File: src/rtl/qam_map_pkg.sv
package qam_map_pkg;

    typedef enum logic [1:0] {
        MD_QPSK = 2'd0,
        MD_Q16  = 2'd1,
        MD_Q64  = 2'd2,
        MD_RSV  = 2'd3
    } map_mode_e;

    localparam int GRP_MAX = 6;

    // Number of digits that make up one group in a given mode
    function automatic int grp_len(map_mode_e m);
        case (m)
            MD_Q16:  return 4;
            MD_Q64:  return 6;
            default: return 2;
        endcase
    endfunction

    // Level given in units of 1/10000, scaled to `one` and rounded to nearest
    function automatic int amp_round(int ten_thousandths, int one);
        return (ten_thousandths * one + 5000) / 10000;
    endfunction

endpackage

File: src/rtl/qam_grp_collect.sv
module qam_grp_collect
    import qam_map_pkg::*;
#(
    parameter int GRP_W = GRP_MAX
) (
    input  logic             clk,
    input  logic             rst_n,
    input  logic [1:0]       mode,
    input  logic             frame_start,
    input  logic             in_valid,
    input  logic             in_bit,
    input  logic             in_dtx,
    output logic             grp_done,
    output map_mode_e        grp_mode,
    output logic [GRP_W-1:0] grp_bits,
    output logic [GRP_W-1:0] grp_dtx
);
    localparam int CNT_W = $clog2(GRP_W);

    typedef enum logic {
        ST_EMPTY = 1'b0,
        ST_FILL  = 1'b1
    } col_state_e;

    col_state_e       state_q, state_d;
    logic [CNT_W-1:0] cnt_q;
    logic [CNT_W-1:0] idx;
    logic [GRP_W-1:0] bits_q, dtx_q;
    map_mode_e        mode_q;
    map_mode_e        cur_mode;
    logic             last;

    // Slot the incoming digit occupies, and the mode governing its group
    always_comb begin
        idx      = (state_q == ST_EMPTY || frame_start) ? '0 : cnt_q;
        cur_mode = (idx == '0) ? map_mode_e'(mode) : mode_q;
        last     = in_valid && ((int'(idx) + 1) == grp_len(cur_mode));
    end

    // Transitions: T_START, T_COMPLETE, T_ABORT, T_RESTART
    always_comb begin
        state_d = state_q;
        unique case (state_q)
            ST_EMPTY: begin
                if (in_valid && !last) state_d = ST_FILL;          // T_START
            end
            ST_FILL: begin
                if (frame_start)
                    state_d = in_valid ? ST_FILL : ST_EMPTY;       // T_RESTART / T_ABORT
                else if (last)
                    state_d = ST_EMPTY;                            // T_COMPLETE
            end
        endcase
    end

    always_ff @(posedge clk or negedge rst_n) begin
        if (!rst_n) state_q <= ST_EMPTY;
        else        state_q <= state_d;
    end

    always_ff @(posedge clk or negedge rst_n) begin
        if (!rst_n) begin
            cnt_q  <= '0;
            bits_q <= '0;
            dtx_q  <= '0;
            mode_q <= MD_QPSK;
        end else if (in_valid) begin
            for (int p = 0; p < GRP_W; p++) begin
                if (idx == CNT_W'(p)) begin
                    bits_q[p] <= in_bit;
                    dtx_q[p]  <= in_dtx;
                end
            end
            cnt_q <= last ? '0 : idx + 1'b1;
            if (idx == '0) mode_q <= cur_mode;
        end else if (frame_start) begin
            cnt_q <= '0;
        end
    end

    // Group view with the digit of this cycle merged in
    always_comb begin
        grp_done = last;
        grp_mode = cur_mode;
        grp_bits = bits_q;
        grp_dtx  = dtx_q;
        for (int p = 0; p < GRP_W; p++) begin
            if (in_valid && idx == CNT_W'(p)) begin
                grp_bits[p] = in_bit;
                grp_dtx[p]  = in_dtx;
            end
        end
    end

endmodule

File: src/rtl/qam_dtx_fill.sv
module qam_dtx_fill (
    input  logic [3:0] bits,
    input  logic [3:0] dtx,
    output logic [3:0] fbits,
    output logic       all_dtx
);
    // Branch pairs: I = (0,2), Q = (1,3)
    logic [3:0] own;
    logic [1:0] pair_void;

    always_comb begin
        own = bits;
        for (int br = 0; br < 2; br++) begin
            if (dtx[br] && !dtx[br+2]) own[br]   = bits[br+2];
            if (dtx[br+2] && !dtx[br]) own[br+2] = bits[br];
            pair_void[br] = dtx[br] & dtx[br+2];
        end
    end

    always_comb begin
        fbits   = own;
        all_dtx = &dtx;
        for (int br = 0; br < 2; br++) begin
            if (pair_void[br] && !pair_void[1-br]) begin
                fbits[br]   = own[1-br];
                fbits[br+2] = own[3-br];
            end
        end
    end

endmodule

File: src/rtl/qam_level_enc.sv
module qam_level_enc
    import qam_map_pkg::*;
#(
    parameter int AMP_W   = 12,
    parameter int AMP_ONE = 1024
) (
    input  map_mode_e                 mode,
    input  logic [5:0]                bits,
    input  logic [5:0]                dtx,
    input  logic [3:0]                fbits16,
    input  logic                      void16,
    output logic signed [AMP_W-1:0]   amp_i,
    output logic signed [AMP_W-1:0]   amp_q
);
    localparam logic signed [AMP_W-1:0] LV_UNIT  = AMP_W'(AMP_ONE);
    localparam logic signed [AMP_W-1:0] LV16_LO  = AMP_W'(amp_round(4472,  AMP_ONE));
    localparam logic signed [AMP_W-1:0] LV16_HI  = AMP_W'(amp_round(13416, AMP_ONE));
    localparam logic signed [AMP_W-1:0] LV64_C00 = AMP_W'(amp_round(6547,  AMP_ONE));
    localparam logic signed [AMP_W-1:0] LV64_C01 = AMP_W'(amp_round(2182,  AMP_ONE));
    localparam logic signed [AMP_W-1:0] LV64_C10 = AMP_W'(amp_round(10911, AMP_ONE));
    localparam logic signed [AMP_W-1:0] LV64_C11 = AMP_W'(amp_round(15275, AMP_ONE));

    logic [5:0]              b64;
    logic signed [AMP_W-1:0] amp [2];

    assign b64 = bits & ~dtx;   // DTX reads as 0 in 64QAM

    for (genvar br = 0; br < 2; br++) begin : g_branch
        logic signed [AMP_W-1:0] mag;
        logic                    neg;
        always_comb begin
            mag = '0;
            neg = 1'b0;
            case (mode)
                MD_Q16: begin
                    if (!void16) begin
                        neg = fbits16[br];
                        mag = fbits16[br+2] ? LV16_HI : LV16_LO;
                    end
                end
                MD_Q64: begin
                    neg = b64[br];
                    case ({b64[br+2], b64[br+4]})
                        2'b00:   mag = LV64_C00;
                        2'b01:   mag = LV64_C01;
                        2'b10:   mag = LV64_C10;
                        default: mag = LV64_C11;
                    endcase
                end
                default: begin
                    if (!dtx[br]) begin
                        neg = bits[br];
                        mag = LV_UNIT;
                    end
                end
            endcase
            amp[br] = neg ? -mag : mag;
        end
    end

    assign amp_i = amp[0];
    assign amp_q = amp[1];

endmodule

File: src/rtl/qam_symbol_mapper.sv
module qam_symbol_mapper
    import qam_map_pkg::*;
#(
    parameter int AMP_W   = 12,
    parameter int AMP_ONE = 1024
) (
    input  logic                    clk,
    input  logic                    rst_n,
    input  logic [1:0]              mode,
    input  logic                    frame_start,
    input  logic                    in_valid,
    input  logic                    in_bit,
    input  logic                    in_dtx,
    output logic                    out_valid,
    output logic signed [AMP_W-1:0] out_i,
    output logic signed [AMP_W-1:0] out_q
);
    logic                    grp_done;
    map_mode_e               grp_mode;
    logic [GRP_MAX-1:0]      grp_bits, grp_dtx;
    logic [3:0]              fbits16;
    logic                    void16;
    logic signed [AMP_W-1:0] amp_i, amp_q;

    qam_grp_collect #(.GRP_W(GRP_MAX)) u_collect (
        .clk         (clk),
        .rst_n       (rst_n),
        .mode        (mode),
        .frame_start (frame_start),
        .in_valid    (in_valid),
        .in_bit      (in_bit),
        .in_dtx      (in_dtx),
        .grp_done    (grp_done),
        .grp_mode    (grp_mode),
        .grp_bits    (grp_bits),
        .grp_dtx     (grp_dtx)
    );

    qam_dtx_fill u_fill (
        .bits    (grp_bits[3:0]),
        .dtx     (grp_dtx[3:0]),
        .fbits   (fbits16),
        .all_dtx (void16)
    );

    qam_level_enc #(.AMP_W(AMP_W), .AMP_ONE(AMP_ONE)) u_enc (
        .mode    (grp_mode),
        .bits    (grp_bits),
        .dtx     (grp_dtx),
        .fbits16 (fbits16),
        .void16  (void16),
        .amp_i   (amp_i),
        .amp_q   (amp_q)
    );

    always_ff @(posedge clk or negedge rst_n) begin
        if (!rst_n) begin
            out_valid <= 1'b0;
            out_i     <= '0;
            out_q     <= '0;
        end else begin
            out_valid <= grp_done;
            if (grp_done) begin
                out_i <= amp_i;
                out_q <= amp_q;
            end
        end
    end

endmodule

File: config.mk
export PLATFORM = sky130hd
export DESIGN_NAME = qam_symbol_mapper
export DESIGN_NICKNAME = d
export VERILOG_FILES = /design/src/rtl/qam_map_pkg.sv /design/src/rtl/qam_grp_collect.sv /design/src/rtl/qam_dtx_fill.sv /design/src/rtl/qam_level_enc.sv /design/src/rtl/qam_symbol_mapper.sv
export SDC_FILE = /design/constraint.sdc
export NUM_CORES = 1
export LEC_CHECK = 0
export ABC_AREA = 0
export ABC_CLOCK_PERIOD_IN_PS = 4000
export BUFFER_PORTS_ARGS = -buffer_cell sky130_fd_sc_hd__buf_2
export CAP_MARGIN = 20
export CORE_ASPECT_RATIO = 1.1
export CORE_MARGIN = 2
export CORE_UTILIZATION = 45
export CTS_BUF_LIST = sky130_fd_sc_hd__clkbuf_2
export DETAILED_ROUTE_END_ITERATION = 16
export GPL_TIMING_DRIVEN = 1
export PLACE_DENSITY_LB_ADDON = 0.1
export RECOVER_POWER = 25
export REMOVE_ABC_BUFFERS = 1
export SETUP_SLACK_MARGIN = 0.1
export SYNTH_ARGS = -nofsm -noshare
export SYNTH_HDL_FRONTEND = slang
export SYNTH_SLANG_ARGS = --single-unit
File: constraint.sdc
create_clock -name clk -period 4 [get_ports clk]
set_input_delay 0.6 -clock clk [delete_from_list [all_inputs] [get_ports clk]]
set_output_delay 0.6 -clock clk [all_outputs]
set_load 0.005 [all_outputs]
=== Yosys cells after proc, flatten, opt, wreduce, memory -nomap -nowiden ===
Cells that the tools add are included.

* Register bits: 43
* Word-level logic and storage cells: 121

* $add $sub $neg: 4
* Equal/unequal tests: 12
* Mux-type cells: 49
* Bitwise logic cells: 5
* Reductions and logical operators: 33

{| class="wikitable"
|+ Operator list
! kind !! number
|-
| $pmux W11 S3 || 2
|-
| $mux W12 || 4
|-
| $pmux W12 S2 || 2
|-
| $mux W11 || 4
|-
| $eq A32 B4 Y1 || 1
|-
| $mux W1 || 28
|-
| $neg A12 Y12 || 2
|-
| $logic_and A1 B1 Y1 || 14
|-
| $mux W3 || 4
|-
| $reduce_and A2 Y1 || 6
|-
| $logic_not A1 Y1 || 7
|-
| $and A6 B6 Y6 || 1
|-
| $eq A2 B1 Y1 const B || 3
|-
| $eq A2 B2 Y1 const B || 3
|-
| $eq A3 B2 Y1 const B || 2
|-
| $eq A3 B3 Y1 const B || 2
|-
| $not A6 Y6 || 1
|-
| $pmux W1 S2 || 3
|-
| $pmux W3 S2 || 1
|-
| $add A3 B1 Y4 const B || 1
|-
| $logic_not A2 Y1 || 2
|-
| $reduce_and A4 Y1 || 1
|-
| $add A3 B1 Y3 const B || 1
|-
| $eq A3 B1 Y1 const B || 1
|-
| 6 further kinds || 7
|}

=== Logic depth before layout (Yosys ltp) ===
* Word-level depth: 15
* Mapped depth: 17
* Depth with buffers taken out: 17

=== Cells and area by module ===
Synthesis repeated with hierarchy kept, for this count alone.

* Cells, all modules: 271
* Area, all modules: 2,990.4 µm²

{| class="wikitable"
|+ By module, submodules not included
! module !! instances !! cells each !! area each (µm²)
|-
| qam_symbol_mapper || 1 || 52 || 1,022.2
|-
| qam_grp_collect || 1 || 76 || 968.4
|-
| qam_level_enc || 1 || 119 || 804.5
|-
| qam_dtx_fill || 1 || 24 || 195.2
|}

=== Worst setup path after synthesis ===
OpenSTA, ideal clock, no wires.

* Kind: input-to-reg
* Start: in frame_start
* End: reg out_i[10]
* Setup time: 132 ps
* Data arrival time: 3,463 ps
* Data required time: 3,868 ps
* Path slack: 405 ps
* Stages on the path: 14
* Path buffers: 1
* Cells stage by stage: nor2b_1 -> nand2_1 -> ha_1 -> nand2_1 -> mux2_2 -> ha_1 -> clkbuf_1 -> nand2b_1 -> or3_1 -> and2_1 -> ha_1 -> a21oi_4 -> xor2_1 -> o21ai_1

* Elaborated cells on any way between the ends: 63

{| class="wikitable"
|+ RTL lines
! element !! RTL line !! source
|-
| from (decl) || qam_symbol_mapper.sv:10 || <nowiki>input logic frame_start,</nowiki>
|-
| $logic_or A1 B1 Y1 * || qam_grp_collect.sv:35 || <nowiki>idx = (state_q == ST_EMPTY || frame_start) ? '0 : cnt_q;</nowiki>
|-
| $mux W3 * || qam_grp_collect.sv:35 ||
|-
| $logic_not A3 Y1 * || qam_grp_collect.sv:36 || <nowiki>cur_mode = (idx == '0) ? map_mode_e'(mode) : mode_q;</nowiki>
|-
| $mux W2 * || qam_grp_collect.sv:36 ||
|-
| named net grp_mode[0] || qam_symbol_mapper.sv:19 || <nowiki>map_mode_e grp_mode;</nowiki>
|-
| $eq A2 B2 Y1 or $eq A2 B1 Y1 (tied branches) || qam_map_pkg.sv:14, qam_level_enc.sv:34 ||
|-
| $pmux W12 S2 or $pmux W3 S2 (tied branches) || qam_level_enc.sv:34, qam_map_pkg.sv:14 ||
|-
| $neg A12 Y12 or $eq A32 B4 Y1 (tied branches) || qam_level_enc.sv:57, qam_grp_collect.sv:37 ||
|-
| $mux W12 or $logic_and A1 B1 Y1 (tied branches) || qam_level_enc.sv:57, qam_grp_collect.sv:37 ||
|-
| to (signal assigned) || qam_symbol_mapper.sv:64 || <nowiki>out_i <= amp_i;</nowiki>
|-
| to (decl) || qam_symbol_mapper.sv:15 || <nowiki>output logic signed [AMP_W-1:0] out_i,</nowiki>
|}

The timed path passes the listed nets; every way through them passes the cells marked *.
A chain may end at the register's enable or synchronous reset.

=== Worst setup path in the final report ===
* Start: reg u_collect.state_q
* End: reg out_i[7]

* Elaborated cells on any way between the ends: 63

{| class="wikitable"
|+ RTL lines
! element !! RTL line !! source
|-
| from (decl) || qam_grp_collect.sv:25 || <nowiki>col_state_e state_q, state_d;</nowiki>
|-
| from (signal assigned) || qam_grp_collect.sv:58 || <nowiki>else state_q <= state_d;</nowiki>
|-
| $not A1 Y1 * || qam_grp_collect.sv:35 ||
|-
| $logic_or A1 B1 Y1 * || qam_grp_collect.sv:35 ||
|-
| $mux W3 * || qam_grp_collect.sv:35 ||
|-
| $logic_not A3 Y1 * || qam_grp_collect.sv:36 ||
|-
| $mux W2 * || qam_grp_collect.sv:36 ||
|-
| named net grp_mode[0] || qam_symbol_mapper.sv:19 ||
|-
| $eq A2 B2 Y1 or $eq A2 B1 Y1 (tied branches) || qam_map_pkg.sv:14, qam_level_enc.sv:34 ||
|-
| $pmux W12 S2 or $pmux W3 S2 (tied branches) || qam_level_enc.sv:34, qam_map_pkg.sv:14 ||
|-
| $neg A12 Y12 or $eq A32 B4 Y1 (tied branches) || qam_level_enc.sv:57, qam_grp_collect.sv:37 ||
|-
| $mux W12 or $logic_and A1 B1 Y1 (tied branches) || qam_level_enc.sv:57, qam_grp_collect.sv:37 ||
|}

Marked as above.

==> results.toml <==
[critical_path]
setup.worst_path.start_class = "register"
cp-end-kind = "register"
cp_cell_sequence = "nor2b_1 > nand2_1 > ha_1 > nand2_1 > mux2_2 > ha_1 > nand2b_1 > nor2_1 > mux2i_1 > o32a_1 > or2_1 > nor2_1 > a221o_1"
cp_max_fo = 11
rrSetupSlack_ns = 0.43
cp_slowest_stage_delay_ns = 0.46
ff2ff_path_depth = 13
critPathBufInv = 0
r2r_end = "out_i[7]"
reg2reg_from = "u_collect.state_q"
arrival_ns = 3.92
slowest_stage = "o32a_1"
required_ns = 4.35
crit_type = "register to register"
cpLargestDelayFamily = "simple AND/OR/NAND/NOR gates"

[layout]
antenna-diode-count = 0
final_cells = 403
layout.nets = 347
layout_common_cells = "43 x nand2_1, 43 x dfrtp_1, 31 x nor2_1, 31 x buf_2"
drive_above_1_share_pct = 24.5
finish.utilization_pct = 52.4
area_growth_pct = 12.5
design_area_sq_um = 3030

[clock_tree]
cts_buffers = 5
cts_tree = "built"
cts_hold_buf = 0
cts_resized = 0
postCtsSetupRepairBufs = 0
path_clk_slew_ns = 0.23
cts-root-buf = "clkbuf_2"
clkLatencyLatePin_ns = 0.43
cts_max_path_buffers = 2
htreeDepth = 2
clock-sinks = 43

[global_routing]
grt_pass1_wl_um = 10100
track_usage_pct = 19.5
grt_pass1_vias = 2049
antenna_found_initial = 0
grt_max_degree = 44
overflow = 0

[sta]
finalCritPeriodShare_pct = 89.3
skew_ns = 0.0139
rsz0062_at_grt = "false"
whs_ns = 0.237
setup_tns_ns = 0
worst_slack_ns = 0.430
worst_pin_slew_ns = 1.47
slew_headroom_pct = 2.05
fmax_mhz = 280
finalMaxSlewViolations = 0
setup_viol_count_final = 0
fin_crit_ns = 3.57
report.final.hold_viol_count = 0

[floorplan]
core_sq_um = 5770
boundaryPins = 33
row_count = 29
initial_core_util_pct = 46.6
die_w_um = 77.7
dieArea_sq_um = 6610
chipHeight_um = 85.1

[detailed_routing]
viasPerCell = 5.24
wl_um = 5830
firstDrtPassIters = 4
ant_nets = 0
drt-initial-drc-count = 81
drc_errors = 0
vias = 2112
wl_per_cell_um = 14.5

[logic_synthesis]
synth_ff_type = "dfrtp_1"
synth_cell_types = 60
yosysSeqAreaShare_pct = 40.0
ys_async_sr_fraction_pct = 100
synth-edff-count = 0
synth.avg_cell_area_sq_um = 9.44
netlist_instances = 285
syn_area_sq_um = 2690
ys_ff_latch = 43
ys_warn_count = 0

[pwr]
peakVddDrop_mv = 0.187
total_power_mw = 1.34
p_leak_nw = 1.51
p_per_area_nw_per_um2 = 444

[placed_design]
io_buffer_count = 32
dp.cells = 394
dp_hpwl_um = 4490
place.gp.congestion = 0.916
placed_area_sq_um = 2960
dpl_worst_slack_ns = 0.107

[worst_hold_path]
hold_path_class = "primary input to async pin"

[status]
status = "completed"

[job]
maxCapViolations = 0
## how the worst max path moves through the flow
stage	start	to	slack [ns]	cells after the start
detailed placement	frame_start	out_i[7]	0.11	14
global placement	frame_start	out_i[7]	0.19	14
CTS	u_collect.state_q	out_i[7]	0.47	13
floorplan	frame_start	out_i[7]	0.07	13
finish	u_collect.state_q	out_i[7]	0.43	13
global route	u_collect.state_q	out_i[7]	0.22	13
## area by class of cell
cell class,instances,area [sq um]
Multi-Input combinational cell,214,1480
Clock inverter,3,38.8
Timing Repair Buffer,44,245
Sequential cell,43,1080
Inverter,17,68.8
Fill cell,555,2740
Tap cell,77,96.3
Clock buffer,5,25.0
## report_power, final
part / internal [mW] / switching, mW / total, mW
clock: 0.103 / 0.147 / 0.250
sequential: 0.529 / 0.0503 / 0.580
combinational: 0.230 / 0.283 / 0.513
total: 0.862 / 0.480 / 1.34
## flip-flops by register name (all words and copies together), names as in the netlist
signal	count
out_q	12
u_collect.dtx_q	6
u_collect.mode_q	2
out_i	12
out_valid	1
u_collect.cnt_q	3
u_collect.state_q	1
u_collect.bits_q	6
## cells by family after synthesis
family / share of synthesized area, %
multiplexers: 7.91
AO/OA/AOI/OAI: 18.6
adder cells (fa/ha/maj): 6.51
AND/OR/NAND/NOR: 18.3
flip-flops: 40.0
buffers and inverters: 5.16
XOR/XNOR: 3.58
## Yosys cell counts, types with 3 or more instances
library cell	count	area, sq um
dfrtp_1	43	1080
nand2_1	43	161
nor2_1	31	116
ha_1	14	175
inv_1	14	52.6
o21ai_1	12	60.1
o21ai_0	11	55.1
a21oi_1	10	50.1
mux2i_1	9	90.1
nand2b_1	8	50.1
mux2_2	7	78.8
xnor2_1	7	61.3
clkbuf_1	5	18.8
buf_2	4	20.0
xor2_1	4	35.0
a22o_1	3	26.3
and3_1	3	18.8
## routing by layer
layer | GRT usage [%] | routed length, um
met4 | 4.87 | 65
met1 | 26.3 | 2770
met3 | 3.72 | 212
met2 | 32.3 | 2780
met5 | 0 | 0
(Power assumes the default switching activity.)
